$ cat src/rtl/pci_window_xlate.sv
module pci_window_xlate #(
  parameter int CPU_AW = 26,
  parameter int PCI_AW = 32,
  parameter int WIN_W  = 22,
  parameter int N_WIN  = 8,
  localparam int IDX_W  = $clog2(N_WIN),
  localparam int BASE_W = PCI_AW - WIN_W,
  localparam int HI_W   = CPU_AW - WIN_W
) (
  input  logic              clk,
  input  logic              rst_n,
  input  logic              cfg_we,
  input  logic [IDX_W-1:0]  cfg_idx,
  input  logic [BASE_W-1:0] cfg_base,
  input  logic              cfg_mem,
  input  logic              lk_valid,
  input  logic [CPU_AW-1:0] lk_addr,
  input  logic              lk_write,
  output logic              out_valid,
  output logic [PCI_AW-1:0] out_addr,
  output logic [3:0]        out_cmd
);
  localparam logic [3:0] CMD_IO_RD  = 4'b0010;
  localparam logic [3:0] CMD_IO_WR  = 4'b0011;
  localparam logic [3:0] CMD_MEM_RD = 4'b0110;
  localparam logic [3:0] CMD_MEM_WR = 4'b0111;

  logic [BASE_W-1:0] base_q [N_WIN];
  logic [N_WIN-1:0]  mem_q;

  for (genvar e = 0; e < N_WIN; e++) begin : g_ent
    always_ff @(posedge clk) begin
      if (!rst_n) begin
        base_q[e] <= '0;
        mem_q[e]  <= 1'b0;
      end else if (cfg_we && cfg_idx == IDX_W'(e)) begin
        base_q[e] <= cfg_base;
        mem_q[e]  <= cfg_mem;
      end
    end
  end

  logic [HI_W-1:0]  hi;
  logic [IDX_W-1:0] sel;
  logic [3:0]       cmd_d;

  assign hi  = lk_addr[CPU_AW-1:WIN_W];
  assign sel = IDX_W'(hi % HI_W'(N_WIN));

  always_comb begin
    case ({mem_q[sel], lk_write})
      2'b00:   cmd_d = CMD_IO_RD;
      2'b01:   cmd_d = CMD_IO_WR;
      2'b10:   cmd_d = CMD_MEM_RD;
      default: cmd_d = CMD_MEM_WR;
    endcase
  end

  always_ff @(posedge clk) begin
    if (!rst_n) begin
      out_valid <= 1'b0;
      out_addr  <= '0;
      out_cmd   <= '0;
    end else begin
      out_valid <= lk_valid;
      if (lk_valid) begin
        out_addr <= {base_q[sel], lk_addr[WIN_W-1:0]};
        out_cmd  <= cmd_d;
      end
    end
  end
endmodule

$ cat config.mk
export PLATFORM = sky130hd
export DESIGN_NAME = pci_window_xlate
export DESIGN_NICKNAME = d
export VERILOG_FILES = /design/src/rtl/pci_window_xlate.sv
export SDC_FILE = /design/constraint.sdc
export NUM_CORES = 1
export LEC_CHECK = 0
export BUFFER_PORTS_ARGS = -buffer_cell sky130_fd_sc_hd__buf_2
export CELL_PAD_IN_SITES_DETAIL_PLACEMENT = 2
export CELL_PAD_IN_SITES_GLOBAL_PLACEMENT = 2
export CORE_ASPECT_RATIO = 0.9
export CORE_MARGIN = 2
export CORE_UTILIZATION = 43
export CTS_BUF_LIST = sky130_fd_sc_hd__clkbuf_2 sky130_fd_sc_hd__clkbuf_4 sky130_fd_sc_hd__clkbuf_8
export CTS_CLUSTER_DIAMETER = 100
export CTS_CLUSTER_SIZE = 30
export DETAILED_ROUTE_END_ITERATION = 8
export PLACE_DENSITY = 0.84
export SYNTH_ARGS = -nofsm -noshare
export SYNTH_HDL_FRONTEND = slang
export SYNTH_SLANG_ARGS = --single-unit
$ cat constraint.sdc
create_clock -name clk -period 4.1 [get_ports clk]
set_input_delay 0.205 -clock clk [delete_from_list [all_inputs] [get_ports clk]]
set_output_delay 0.205 -clock clk [all_outputs]
set_load 0.02 [all_outputs]
==> flow_summary.yaml, run 1 <==
layout:
  drive_gt1_frac: 0.2701
  seqCellArea_mm2: 0.003283
  finalNetCount: 543
  syn2layout_area_growth_pct: 17.02
  layout_common_cells: "and2_1, edfxtp_1, buf_2, mux2i_1, dfxtp_1"
  diodes: 0
  fill_cells: 1207
  multiInputGateArea_mm2: 0.001949
  final_common_cell: "and2_1"
drt:
  vias: 3620
  wl_per_cell_um: 23.38
  wirelength_um: 15690
  dr.first_iter.drc_count: 257
  antenna_left: 0
  drc_errors: 0
  dr.pass1.iters: 4
  vias_per_cell: 5.395
power_and_ir_drop:
  p_total_w: 0.002846
  power_density_mw_per_mm2: 451.9
  irDropWorstVdd_v: 0.0002430
  leakage_nw: 2.538
job:
  max-cap-violations: 0
sta:
  slew_violations: 0
  fin_crit_sh: 0.4570
  setup_viol: 0
  fin_crit_ps: 1874
  setup_ws_ps: 2226
  final.setup.tns_ps: 0
  clock.fmax_mhz: 533.7
  worst_slew_pin_slew_ps: 1227
  slew-limit-headroom: 0.1823
  hold_violations: 0
  rsz0062_at_grt: "false"
  clock-skew-final_ps: 11.12
synthesis:
  ys_types: 29
  synthCells: 413
  synth-seq-cells: 124
  ys.flop_type: "edfxtp_1"
  yosysWarnings: 0
  yosysTopAreaCellShare: 0.4464
  syn_avg_cell_area_um2: 13.03
  ys_seq_area_frac: 0.6101
  async_flop_share: 0
  syn_area_mm2: 0.005381
  synth-edff-count: 80
  syn_nets: 458
  synth_top_area_cell: "edfxtp_1"
  ys_top_cells_by_area: "edfxtp_1, dfxtp_1, mux2i_1, and2_1, mux2_2"
die:
  core_mm2: 0.01212
  rows: 38
  die-area_mm2: 0.01343
  start_util: 0.4439
  dieHeight_um: 110.1
  pin_count: 82
  die_w_um: 121.9
cts:
  path_clk_slew_ps: 70
  cts_hold_buf: 0
  tritoncts: "built"
  cts_post_setup_buffers_inserted: 0
  clk_latency_ps: 440
  cts_inserted_buffers: 17
  ctsRootBufferMaster: "clkbuf_8"
  cts.path.max_buffers: 2
  h-tree-depth: 4
  clock_sinks: 124
  cts_resized: 0
critical_path:
  arrival_ps: 2130
  crit_required_ps: 4360
  critical_path_class: "in2reg"
  cp-start-kind: "input port"
  path_max_fanout: 41
  end_kind: "flip-flop"
global_route:
  grt_usage: 0.2488
  antenna_found_initial: 0
  gr-total-overflow: 0
  grt_max_degree: 48
  grt_pass1_wl_um: 23910
  grt_pass1_vias: 4057
placed_design:
  pre_cts_slack_ps: 1871
  dp_hpwl_um: 10150
  gp_congestion: 0.7463
  portBuffers: 79
run_status:
  run_status: "finished clean"
hold_path:
  hold_class: "in2reg"
[state kept, by name, summed over array words and instances (netlist names)]
signal / count
base_q: 80
out_cmd: 3
mem_q: 8
out_addr: 32
out_valid: 1
[final timing paths]
kind                startpoint           end  cells after the start  slack [ps]
setup / recovery   lk_addr[22]  out_addr[28]                      5        2230
hold / removal     lk_addr[16]  out_addr[16]                      3          30
setup reg to reg  base_q[7][7]  out_addr[29]                      4        2700
hold reg to reg     out_cmd[1]    out_cmd[1]                      1         500
[worst max-delay path, cell delays in order]
cell     delay (ps)
buf_2           880
mux2_2          450
o22ai_1         310
a221o_1         190
a21oi_1          70
[stage by stage]
step                      cells  hold slack (ps)    util  instance area [um^2]
after floorplan             413            374.5       -                  5381
after global placement      639            433.6  0.4857                  5888
after detailed placement    639            452.4  0.4857                  5888
after CTS                   671            7.972  0.5194                  6297
after global routing        671            31.84  0.5194                  6297
final                       671            28.34  0.5194                  6297
[area by class of cell]
cell class	count	share of cell area
Tap cell	160	0.03179
Multi-Input combinational cell	268	0.3096
Clock buffer	25	0.05166
Clock inverter	7	0.01331
Sequential cell	124	0.5214
Timing Repair Buffer	87	0.07232
[where the power goes]
group | internal, W | switching (W)
registers | 0.00141 | 0.0000301
clock network | 0.000637 | 0.000479
logic | 0.000110 | 0.000183
total | 0.00215 | 0.000692
[cells by family after synthesis]
family                 count (synthesis)  synth area share
AOI/OAI and AO/OA                     51           0.05999
buffers and inverters                 21           0.02767
DFF                                  124            0.6101
muxes                                 75            0.1465
other                                  1         0.0006968
and+or+nand+nor                      141            0.1551
[synth_stat cells, types with 3 or more instances]
master and instances:
and2_1 81, edfxtp_1 80, mux2i_1 54, dfxtp_1 44, nor2b_1 31, mux2_2 20
o21ai_0 18, nor2_1 13, a21oi_1 11, clkbuf_1 9, a221o_1 7, o22ai_1 7
nand2b_1 6, buf_2 4, nand2_1 4, nor3_1 4, a22oi_1 3, o221ai_1 3
[routing by layer]
layer / share of wire / track usage / vias up
met5: 0 / 0 / -
met4: 0.017 / 0.07718 / 0
met1: 0.42 / 0.3068 / 1839
li1: - / - / 1653
met2: 0.51 / 0.4342 / 104
met3: 0.052 / 0.06070 / 24
Note: power is estimated with default switching activity, not from simulation.
==> run 2, diff against run 1 <==
ABC_AREA = 1   (was not set)
CORE_UTILIZATION = 32   (was 43)
PLACE_DENSITY = 0.75   (was 0.84)
clock period = 1.6 ns   (was 4.1 ns; I/O delays follow)
==> run 2 against run 1 <==
Utilization down 12 points. Synthesized cell count increased by 56%. Routed wire length up 19%. First-iteration DRC count rose by 12%. Via count increased by 30%. Flip-flop and latch count did not move. Setup slack got worse by 2000 ps. Sequential share of layout area decreased by 3.0 points. Register-to-register slack got worse by 2200 ps. Synthesized area rose by 1.9%. Power grew to 2.5 times the previous value. Critical path type unchanged. Critical endpoint is now out_addr[21]. Largest cell class unchanged.
==> flow_summary.yaml, run 2 <==
cts:
  cts.path.max_buffers: 2
  cts_post_setup_buffers_inserted: 0
  cts_resized: 0
  cts_inserted_buffers: 17
  cts_hold_buf: 24
  ctsRootBufferMaster: "clkbuf_8"
  clk_latency_ps: 440
  h-tree-depth: 4
  tritoncts: "built"
  path_clk_slew_ps: 80
  clock_sinks: 124
layout:
  final_common_cell: "nor2_1"
  largest_register: "base_q"
  drive_gt1_frac: 0.1708
  seqCellArea_mm2: 0.003283
  diodes: 0
  postLayoutCellArea_mm2: 0.006681
  finalNetCount: 793
  largest_register_ffs: 80
  finalNonFillerCells: 972
  fill_cells: 1896
  reg_top3: "base_q x80, out_addr x32, mem_q x8"
  layout_common_cells: "nor2_1, nand2_1, inv_1, edfxtp_1, buf_2"
  syn2layout_area_growth_pct: 21.89
  multiInputGateArea_mm2: 0.001585
  final_util: 0.3969
drt:
  vias_per_cell: 4.824
  wirelength_um: 18620
  vias: 4689
  dr.first_iter.drc_count: 287
  wl_per_cell_um: 19.16
  antenna_left: 0
  dr.pass1.iters: 4
  drc_errors: 0
global_route:
  grt_pass1_wl_um: 28550
  gr-total-overflow: 0
  grt_usage: 0.2120
  antenna_found_initial: 0
  grt_max_degree: 45
  grt_pass1_vias: 5127
run_status:
  run_status: "finished clean"
critical_path:
  critical_path_class: "in2reg"
  crit_top_cell: "nor2_1"
  critPathTopFamily: "buffers and inverters"
  crit_path_cell_trace: "dlygate4sd3_1, buf_2, inv_1, nor2_1, nor2_1"
  rr_endpoint: "out_addr[27]"
  arrival_ps: 1780
  r2r-start: "base_q[0][5]"
  end_kind: "flip-flop"
  regToRegSetupSlack_ps: 510
  path_max_fanout: 23
  cp_num_buf_inv: 3
  crit_required_ps: 1970
  worstRegToRegCells: 6
  cp_slowest_cell: "inv_1"
  cp_slowest_stage_delay_ps: 640
  cp-start-kind: "input port"
sta:
  slew-limit-headroom: 0.4434
  clock.fmax_mhz: 707.5
  rsz0062_at_grt: "false"
  slew_violations: 0
  fin_crit_sh: 0.8834
  worst_slew_pin_slew_ps: 834.0
  final.setup.tns_ps: 0
  clock-skew-final_ps: 14.45
  hold_violations: 0
  fin_crit_ps: 1413
  setup_viol: 0
power_and_ir_drop:
  leakage_nw: 3.163
  power_density_mw_per_mm2: 1081
  irDropWorstVdd_v: 0.0005826
placed_design:
  dp_hpwl_um: 12230
  portBuffers: 79
  placedCellCount: 916
  gp_congestion: 0.7717
  placed_area_mm2: 0.006067
synthesis:
  ys_top_cells_by_count: "nor2_1, nand2_1, inv_1"
  ys_top_cells_by_area: "edfxtp_1, dfxtp_1, nor2_1, nand2_1, inv_1"
  syn_avg_cell_area_um2: 8.498
  yosysTopAreaCellShare: 0.4383
  ys_seq_area_frac: 0.5990
  ys_types: 18
  synth_most_common_cell: "nor2_1"
  synth_top_area_cell: "edfxtp_1"
  syn_nets: 690
  synthCells: 645
  synth-seq-cells: 124
  synth-edff-count: 80
  syn_area_mm2: 0.005482
  yosysWarnings: 0
  async_flop_share: 0
  ys.flop_type: "edfxtp_1"
die:
  core_mm2: 0.01683
  die-area_mm2: 0.01819
  start_util: 0.3256
  dieHeight_um: 128.2
  pin_count: 82
  rows: 45
  die_w_um: 142.0
hold_path:
  hold-path-endpoint: "mem_q[0]"
  holdPathStages: 3
  hold_start: "cfg_mem"
  hold_class: "in2reg"
job:
  max-cap-violations: 0
[run 2: changes by cell type after synthesis, sizes merged, moves of 31 or more]
cell	delta
nor2b	-31
nand3	+73
and2	-81
mux2i	-54
nand2	+113
nor2	+116
inv	+109
[run 2: through the flow]
step / hold WS [ps] / setup slack [ps] / total power [W]
after CTS: 111.0 / 291.2 / 0.007279
final: 114.9 / 186.6 / 0.007225
after detailed placement: 315.1 / 169.8 / 0.004606
after global routing: 117.4 / 46.42 / 0.007510
after global placement: 302.8 / 304.3 / 0.004546
after floorplan: 214.9 / 206.4 / 0.004243
[run 2: layout make-up]
class                   count  share of cell area
repair buffers            120              0.1142
well taps                 211             0.03951
clock inverters            13             0.01779
multi-input cells         376              0.2373
inverters                 109             0.06161
clock buffers              19             0.03820
flip-flops and latches    124              0.4914
[run 2: cell families after synthesis]
kind of cell / share of synthesized area
buf+inv: 0.1118
flops: 0.5989
simple gates: 0.2365
compound gates: 0.05204
other cells: 0.0006841
[run 2: per-layer routing]
layer,wire [um],GRT usage,vias to the layer above
li1,-,-,2227
met1,8094,0.2653,2358
met2,9595,0.3778,84
met3,664,0.03848,20
met4,265,0.05706,0
met5,0,0,-
[run 2: report_power, final]
group / switching [W] / leakage [nW] / internal, W
clock network: 0.00135 / 0.180 / 0.00129
logic: 0.000620 / 1.85 / 0.000284
registers: 0.0000729 / 1.14 / 0.00361
[run 2: worst min-delay path, delay by kind of cell]
| family | cells | cell delay [ps] |
|---|---|---|
| buf+inv | 2 | 220 |
| compound gates | 1 | 200 |
[run 2: worst max path at each step]
stage / from / endpoint / slack, ps / cells past startpoint
after global routing: lk_valid / out_addr[16] / 50 / 5
after global placement: cfg_idx[2] / base_q[1][7] / 300 / 4
after floorplan: cfg_idx[1] / base_q[5][0] / 210 / 3
final: lk_valid / out_addr[21] / 190 / 5
after detailed placement: cfg_idx[1] / mem_q[2] / 170 / 5
after CTS: lk_valid / out_addr[13] / 290 / 5
